==> src/rtl/dmaw_pkg.sv <==
package dmaw_pkg;
  localparam int PAGE_SHIFT = 12;
  localparam int IDX_W      = 9;
  localparam int PT_LEVELS  = 4;
  localparam int CTX_LEVELS = 2;
  localparam int WALK_STEPS = PT_LEVELS + CTX_LEVELS;
  localparam int CODE_W     = $clog2(WALK_STEPS + 1);
  localparam int VA_W       = PAGE_SHIFT + PT_LEVELS * IDX_W;

  typedef enum logic [1:0] {
    ST_IDLE,
    ST_ISSUE,
    ST_WAIT,
    ST_RESP
  } walkState_e;

  typedef struct packed {
    logic acceptReq;
    logic advance;
    logic finishOk;
    logic finishFault;
    logic cfgOpen;
  } ctrlStrobes_t;
endpackage

==> src/rtl/dmaw_ctrl.sv <==
module dmaw_ctrl
  import dmaw_pkg::*;
(
  input  logic         clk,
  input  logic         rstN,
  input  logic         reqValid,
  input  logic         memRspValid,
  input  logic         entryPresent,
  input  logic         lastLevel,
  output logic         reqReady,
  output logic         rspValid,
  output logic         memReqValid,
  output ctrlStrobes_t strobes
);
  walkState_e stateQ, stateD;

  always_ff @(posedge clk or negedge rstN) begin
    if (!rstN) stateQ <= ST_IDLE;
    else       stateQ <= stateD;
  end

  always_comb begin
    stateD  = stateQ;
    strobes = '0;
    case (stateQ)
      ST_IDLE: begin
        strobes.cfgOpen = 1'b1;
        if (reqValid) begin
          strobes.acceptReq = 1'b1;
          stateD = ST_ISSUE;
        end
      end
      ST_ISSUE: stateD = ST_WAIT;
      ST_WAIT: begin
        if (memRspValid) begin
          if (!entryPresent) begin
            strobes.finishFault = 1'b1;
            stateD = ST_RESP;
          end else if (lastLevel) begin
            strobes.finishOk = 1'b1;
            stateD = ST_RESP;
          end else begin
            strobes.advance = 1'b1;
            stateD = ST_ISSUE;
          end
        end
      end
      ST_RESP: stateD = ST_IDLE;
      default: stateD = ST_IDLE;
    endcase
  end

  assign reqReady    = (stateQ == ST_IDLE);
  assign memReqValid = (stateQ == ST_ISSUE);
  assign rspValid    = (stateQ == ST_RESP);
endmodule

==> src/rtl/dmaw_datapath.sv <==
module dmaw_datapath
  import dmaw_pkg::*;
#(
  parameter int ADDR_W = 48,
  parameter int RID_W  = 16,
  parameter int DATA_W = 64
) (
  input  logic              clk,
  input  logic              rstN,
  input  ctrlStrobes_t      strobes,
  input  logic [RID_W-1:0]  reqRid,
  input  logic [VA_W-1:0]   reqVaddr,
  input  logic              rootBaseWe,
  input  logic [ADDR_W-1:0] rootBaseWdata,
  input  logic [DATA_W-1:0] memRspData,
  output logic [ADDR_W-1:0] memReqAddr,
  output logic              entryPresent,
  output logic              lastLevel,
  output logic              rspFault,
  output logic [CODE_W-1:0] rspFaultCode,
  output logic [ADDR_W-1:0] rspPaddr
);
  localparam int BASE_W  = ADDR_W - PAGE_SHIFT;
  localparam int SEL_W   = $clog2(PT_LEVELS);
  localparam int DEVFN_W = 8;

  logic [RID_W-1:0]  ridQ;
  logic [VA_W-1:0]   vaQ;
  logic [BASE_W-1:0] baseQ, rootBaseQ, curBase, entryBase;
  logic [CODE_W-1:0] lvlQ;
  logic [IDX_W-1:0]  idx;
  logic [IDX_W-1:0]  ptIdx [PT_LEVELS];
  logic [SEL_W-1:0]  pgSel;
  logic              unusedBits;

  // page-table index for each level, level 1 at slot 0
  for (genvar g = 0; g < PT_LEVELS; g++) begin : g_ptIdx
    assign ptIdx[g] = vaQ[PAGE_SHIFT + g*IDX_W +: IDX_W];
  end

  assign pgSel     = SEL_W'(CODE_W'(WALK_STEPS - 1) - lvlQ);
  assign entryBase = memRspData[ADDR_W-1:PAGE_SHIFT];
  assign entryPresent = memRspData[0];
  assign lastLevel = (lvlQ == CODE_W'(WALK_STEPS - 1));
  assign curBase   = (lvlQ == '0) ? rootBaseQ : baseQ;
  assign unusedBits = ^{memRspData[DATA_W-1:ADDR_W], memRspData[PAGE_SHIFT-1:1],
                        rootBaseWdata[PAGE_SHIFT-1:0]};

  always_comb begin
    if (lvlQ == CODE_W'(0))      idx = IDX_W'(ridQ[RID_W-1:DEVFN_W]);
    else if (lvlQ == CODE_W'(1)) idx = IDX_W'(ridQ[DEVFN_W-1:0]);
    else                         idx = ptIdx[pgSel];
  end

  assign memReqAddr = {curBase, idx, 3'b000};

  always_ff @(posedge clk or negedge rstN) begin
    if (!rstN) begin
      rootBaseQ <= '0;
    end else if (rootBaseWe && strobes.cfgOpen) begin
      rootBaseQ <= rootBaseWdata[ADDR_W-1:PAGE_SHIFT];
    end
  end

  always_ff @(posedge clk or negedge rstN) begin
    if (!rstN) begin
      ridQ  <= '0;
      vaQ   <= '0;
      baseQ <= '0;
      lvlQ  <= '0;
    end else if (strobes.acceptReq) begin
      ridQ <= reqRid;
      vaQ  <= reqVaddr;
      lvlQ <= '0;
    end else if (strobes.advance) begin
      baseQ <= entryBase;
      lvlQ  <= lvlQ + CODE_W'(1);
    end
  end

  always_ff @(posedge clk or negedge rstN) begin
    if (!rstN) begin
      rspFault     <= 1'b0;
      rspFaultCode <= '0;
      rspPaddr     <= '0;
    end else if (strobes.finishOk) begin
      rspFault     <= 1'b0;
      rspFaultCode <= '0;
      rspPaddr     <= {entryBase, vaQ[PAGE_SHIFT-1:0]};
    end else if (strobes.finishFault) begin
      rspFault     <= 1'b1;
      rspFaultCode <= lvlQ + CODE_W'(1);
      rspPaddr     <= '0;
    end
  end
endmodule

==> src/rtl/dma_page_walker.sv <==
module dma_page_walker
  import dmaw_pkg::*;
#(
  parameter int ADDR_W = 48,
  parameter int RID_W  = 16,
  parameter int DATA_W = 64
) (
  input  logic              clk,
  input  logic              rstN,
  input  logic              rootBaseWe,
  input  logic [ADDR_W-1:0] rootBaseWdata,
  input  logic              reqValid,
  output logic              reqReady,
  input  logic [RID_W-1:0]  reqRid,
  input  logic [VA_W-1:0]   reqVaddr,
  output logic              rspValid,
  output logic              rspFault,
  output logic [CODE_W-1:0] rspFaultCode,
  output logic [ADDR_W-1:0] rspPaddr,
  output logic              memReqValid,
  output logic [ADDR_W-1:0] memReqAddr,
  input  logic              memRspValid,
  input  logic [DATA_W-1:0] memRspData
);
  ctrlStrobes_t strobes;
  logic         entryPresent;
  logic         lastLevel;

  dmaw_ctrl i_ctrl (
    .clk         (clk),
    .rstN        (rstN),
    .reqValid    (reqValid),
    .memRspValid (memRspValid),
    .entryPresent(entryPresent),
    .lastLevel   (lastLevel),
    .reqReady    (reqReady),
    .rspValid    (rspValid),
    .memReqValid (memReqValid),
    .strobes     (strobes)
  );

  dmaw_datapath #(
    .ADDR_W(ADDR_W),
    .RID_W (RID_W),
    .DATA_W(DATA_W)
  ) i_datapath (
    .clk          (clk),
    .rstN         (rstN),
    .strobes      (strobes),
    .reqRid       (reqRid),
    .reqVaddr     (reqVaddr),
    .rootBaseWe   (rootBaseWe),
    .rootBaseWdata(rootBaseWdata),
    .memRspData   (memRspData),
    .memReqAddr   (memReqAddr),
    .entryPresent (entryPresent),
    .lastLevel    (lastLevel),
    .rspFault     (rspFault),
    .rspFaultCode (rspFaultCode),
    .rspPaddr     (rspPaddr)
  );
endmodule

==> config.mk <==
export PLATFORM = sky130hd
export DESIGN_NAME = dma_page_walker
export DESIGN_NICKNAME = d
export VERILOG_FILES = /design/src/rtl/dmaw_pkg.sv /design/src/rtl/dmaw_ctrl.sv /design/src/rtl/dmaw_datapath.sv /design/src/rtl/dma_page_walker.sv
export SDC_FILE = /design/constraint.sdc
export NUM_CORES = 1
export LEC_CHECK = 0
export ABC_AREA = 1
export BUFFER_PORTS_ARGS = -buffer_cell sky130_fd_sc_hd__buf_4
export CAP_MARGIN = 40
export CORE_AREA = 5 5 143 145
export DETAILED_ROUTE_END_ITERATION = 8
export DIE_AREA = 0 0 148 150
export PLACE_DENSITY = 0.72
export SLEW_MARGIN = 20
export SYNTH_ARGS = -nofsm -noshare
export SYNTH_HDL_FRONTEND = slang
export SYNTH_HIERARCHICAL = 1
export SYNTH_SLANG_ARGS = --single-unit
export TNS_END_PERCENT = 30
==> constraint.sdc <==
create_clock -name clk -period 4.9 [get_ports clk]
set_clock_uncertainty 0.2 [all_clocks]
set_input_delay 0.245 -clock clk [delete_from_list [all_inputs] [get_ports clk]]
set_output_delay 0.245 -clock clk [all_outputs]
set_load 0.05 [all_outputs]
==> metrics <==
Switching Fraction=45.3%; MaxCap Viol Count=0; nets=1494; total wire length=25.2 mm; Metal-1 WL=10.5 mm; Place WS=1.73 ns; post-CTS setup buffers=0; reg2reg path depth=9; CORE AREA=19100 um^2; r2r setup slk=1.87 ns; worst-path maximum fanout=46; f_max=0.275 GHz; synthesized instance count=955; most common cell after layout, fill and taps aside=nand2_1; hold-fix buffers at CTS=141; Overall Global Routing Usage=22.8%; most frequent cells in the layout=nand2_1, buf_4, dfrtp_1; initial core utilization=44.0%; Reg area=4830 um^2; final hold violations=0; internal power=4.36 mW; power per cell area=644 nW/um^2; row cnt=51; share of post-route cells with drive strength above 1=25.3%; Longest Clk Path Bufs=2; Worst Tran Pin Value=0.748 ns; Final Max Slew Viols=0; drt first pass iters=6; CP max-delay cell=dfrtp_1; drt wl/cell=16.2 um; GP Congestion=0.806; largest cells by area after synthesis=dfrtp_1, nand2_1, mux2_2, o21ai_0, nand3_1; DIE HEIGHT=150 um; Synth-to-Final Area Change=47.3%; Syn Std Cell Area=8400 um^2; largest net degree at the start of global routing=80; Hold Path Class=in2async; Die W=148 um; clock share of power=18.9%; diode count=0; first-pass GRT wire length=40.5 mm; Num CTS Buffers=17; Crit. End Element=output port; hold_ws=0.0988 ns; status=complete, no violations; RR Startpoint=i_datapath/lvlQ[1]$_DFFE_PN0P_; largest area contributor in the netlist=dfrtp_1; Placed Instance Area=10300 um^2; PostCTS Resize Cnt=0; Final Setup Violations=0; Worst R2R End=i_datapath/rspPaddr[36]$_DFFE_PN0P_; DP HPWL=15.9 mm; PortBufs=241; Top Ports=284; flops & latches, synth=193; Final Cell Area=12400 um^2; vias in the first global route=7769; via count=7652; cell breakdown of the critical path=inv_1 -> ha_1 -> nand2_4 -> inv_2 -> buf_12 -> nand2_1 -> nand2_1 -> buf_4; minimum clock period after layout=3.63 ns; RSZ-0062 raised after global routing=no; post-synthesis sequential area ratio=57.5%; final worst path period share=74.2%; CTS Sinks=193; synth warn=6; Max IR drop VDD=0.391 mV; multi-input logic area=2940 um^2; met3 WL=1.76 mm; uppermost routed layer=met4; P_sw=3.61 mW; setup TNS=0 ns; Synth top area share=57.5%; Leak=6.52 nW; worst-skew pair later-pin latency=0.42 ns; antenna-violating nets left=0; Clock Tree Root=clkbuf_16; Worst EP arrival=3.19 ns; Die Area=22200 um^2; initial antenna violation count=0; gr ovfl total=0; clock slew at reported path FFs=0.07 ns; filler instances=1495; Gate power share=50.0%; critical path class=reg2out; Yosys cell types=26; CTS H-tree depth=4; worst setup margin=1.27 ns; most used cell along the critical path=nand2_1; syn avg cell area=8.79 um^2; largest stage delay on the critical path=0.51 ns; Slew HR=50.1%; Met2 Routed Length=12.4 mm; DRC=0; Seq pwr share=31.1%; TritonCTS clock tree=yes; Critical Path RT=4.45 ns; CP Launch Type=flip-flop; 1st-iter DRT viols=429; vias per cell=4.91
how the worst max path moves through the flow:
stage          depth (start not counted)  slack [ns]        endpoint                      startpoint
6_report                               8        1.27  memReqAddr[30]  i_datapath/lvlQ[1]$_DFFE_PN0P_
5_1_grt                                8        1.05  memReqAddr[30]  i_datapath/lvlQ[1]$_DFFE_PN0P_
4_1_cts                                8        1.25  memReqAddr[30]  i_datapath/lvlQ[1]$_DFFE_PN0P_
3_5_place_dp                           8        1.73  memReqAddr[30]  i_datapath/lvlQ[1]$_DFFE_PN0P_
2_1_floorplan                          8        2.59  memReqAddr[11]  i_datapath/lvlQ[1]$_DFFE_PN0P_
3_3_place_gp                           7        1.51  memReqAddr[30]  i_datapath/lvlQ[1]$_DFFE_PN0P_
cell families after synthesis:
| kind of cell | count (synthesis) | share of synthesized area (%) |
|---|---|---|
| and+or+nand+nor | 475 | 22.5 |
| AOI/OAI and AO/OA | 115 | 6.99 |
| buffers and inverters | 131 | 7.53 |
| xor gates and xnor gates | 1 | 0.104 |
| other | 1 | 0.0447 |
| muxes | 36 | 4.83 |
| adders and majority gates | 3 | 0.447 |
| DFF | 193 | 57.5 |
per-stage QoR:
| stage | util (%) | std cells | power, mW |
|---|---|---|---|
| after floorplan | - | 957 | 5.22 |
| after CTS | 64.7 | 1559 | 7.98 |
| after global placement | 53.5 | 1383 | 6.23 |
| final | 64.8 | 1560 | 7.97 |
| after detailed placement | 54.0 | 1387 | 6.37 |
| after global routing | 64.8 | 1560 | 8.46 |
state kept, by name, summed over array words and instances (netlist names):
register                 cells
i_datapath/rspPaddr         48
i_datapath/vaQ              48
i_datapath/baseQ            36
i_datapath/rootBaseQ        36
i_datapath/ridQ             16
i_datapath/lvlQ              3
i_datapath/rspFaultCode      3
i_ctrl/stateQ                2
i_datapath/rspFault          1
power groups by stage:
stage	Clock, mW	Sequential [mW]	Combinational, mW
after floorplan	0	2.55	2.66
after global placement	0	2.46	3.77
after detailed placement	0	2.50	3.87
after CTS	1.54	2.47	3.97
after global routing	1.61	2.55	4.30
final	1.50	2.48	3.98
worst max-delay path, delay by kind of cell (launching register included):
family | cells | cell delay, ns
flops | 1 | 0.51
simple gates | 3 | 0.56
buf+inv | 4 | 1.39
fa+ha+maj | 1 | 0.28
cell type report:
cell class	instances	share of cell area, %
clock buffer	21	3.80
clock inverter	10	1.37
inverter	72	2.21
multi-input combinational	633	23.8
sequential	193	39.0
tap	238	2.41
timing repair buffer	393	27.4
layer usage:
layer,vias to the layer above,global-route usage [%]
met5,-,0
met1,3628,29.8
met3,36,4.97
met4,0,6.93
li1,3714,-
met2,274,38.4
synth_stat cells:
master / number
a211oi_1: 1
a21oi_1: 1
buf_2: 20
buf_4: 12
buf_6: 9
clkbuf_1: 18
clkinv_1: 2
conb_1: 1
dfrtp_1: 193
ha_1: 3
inv_1: 64
inv_2: 5
inv_4: 1
mux2_2: 36
nand2_1: 390
nand2_2: 4
nand2_4: 1
nand3_1: 70
nor2_1: 8
nor2_2: 1
o21ai_0: 81
o21ai_1: 30
o22ai_1: 1
o22ai_2: 1
or2_2: 1
xnor2_1: 1
(Power assumes the default switching activity.)
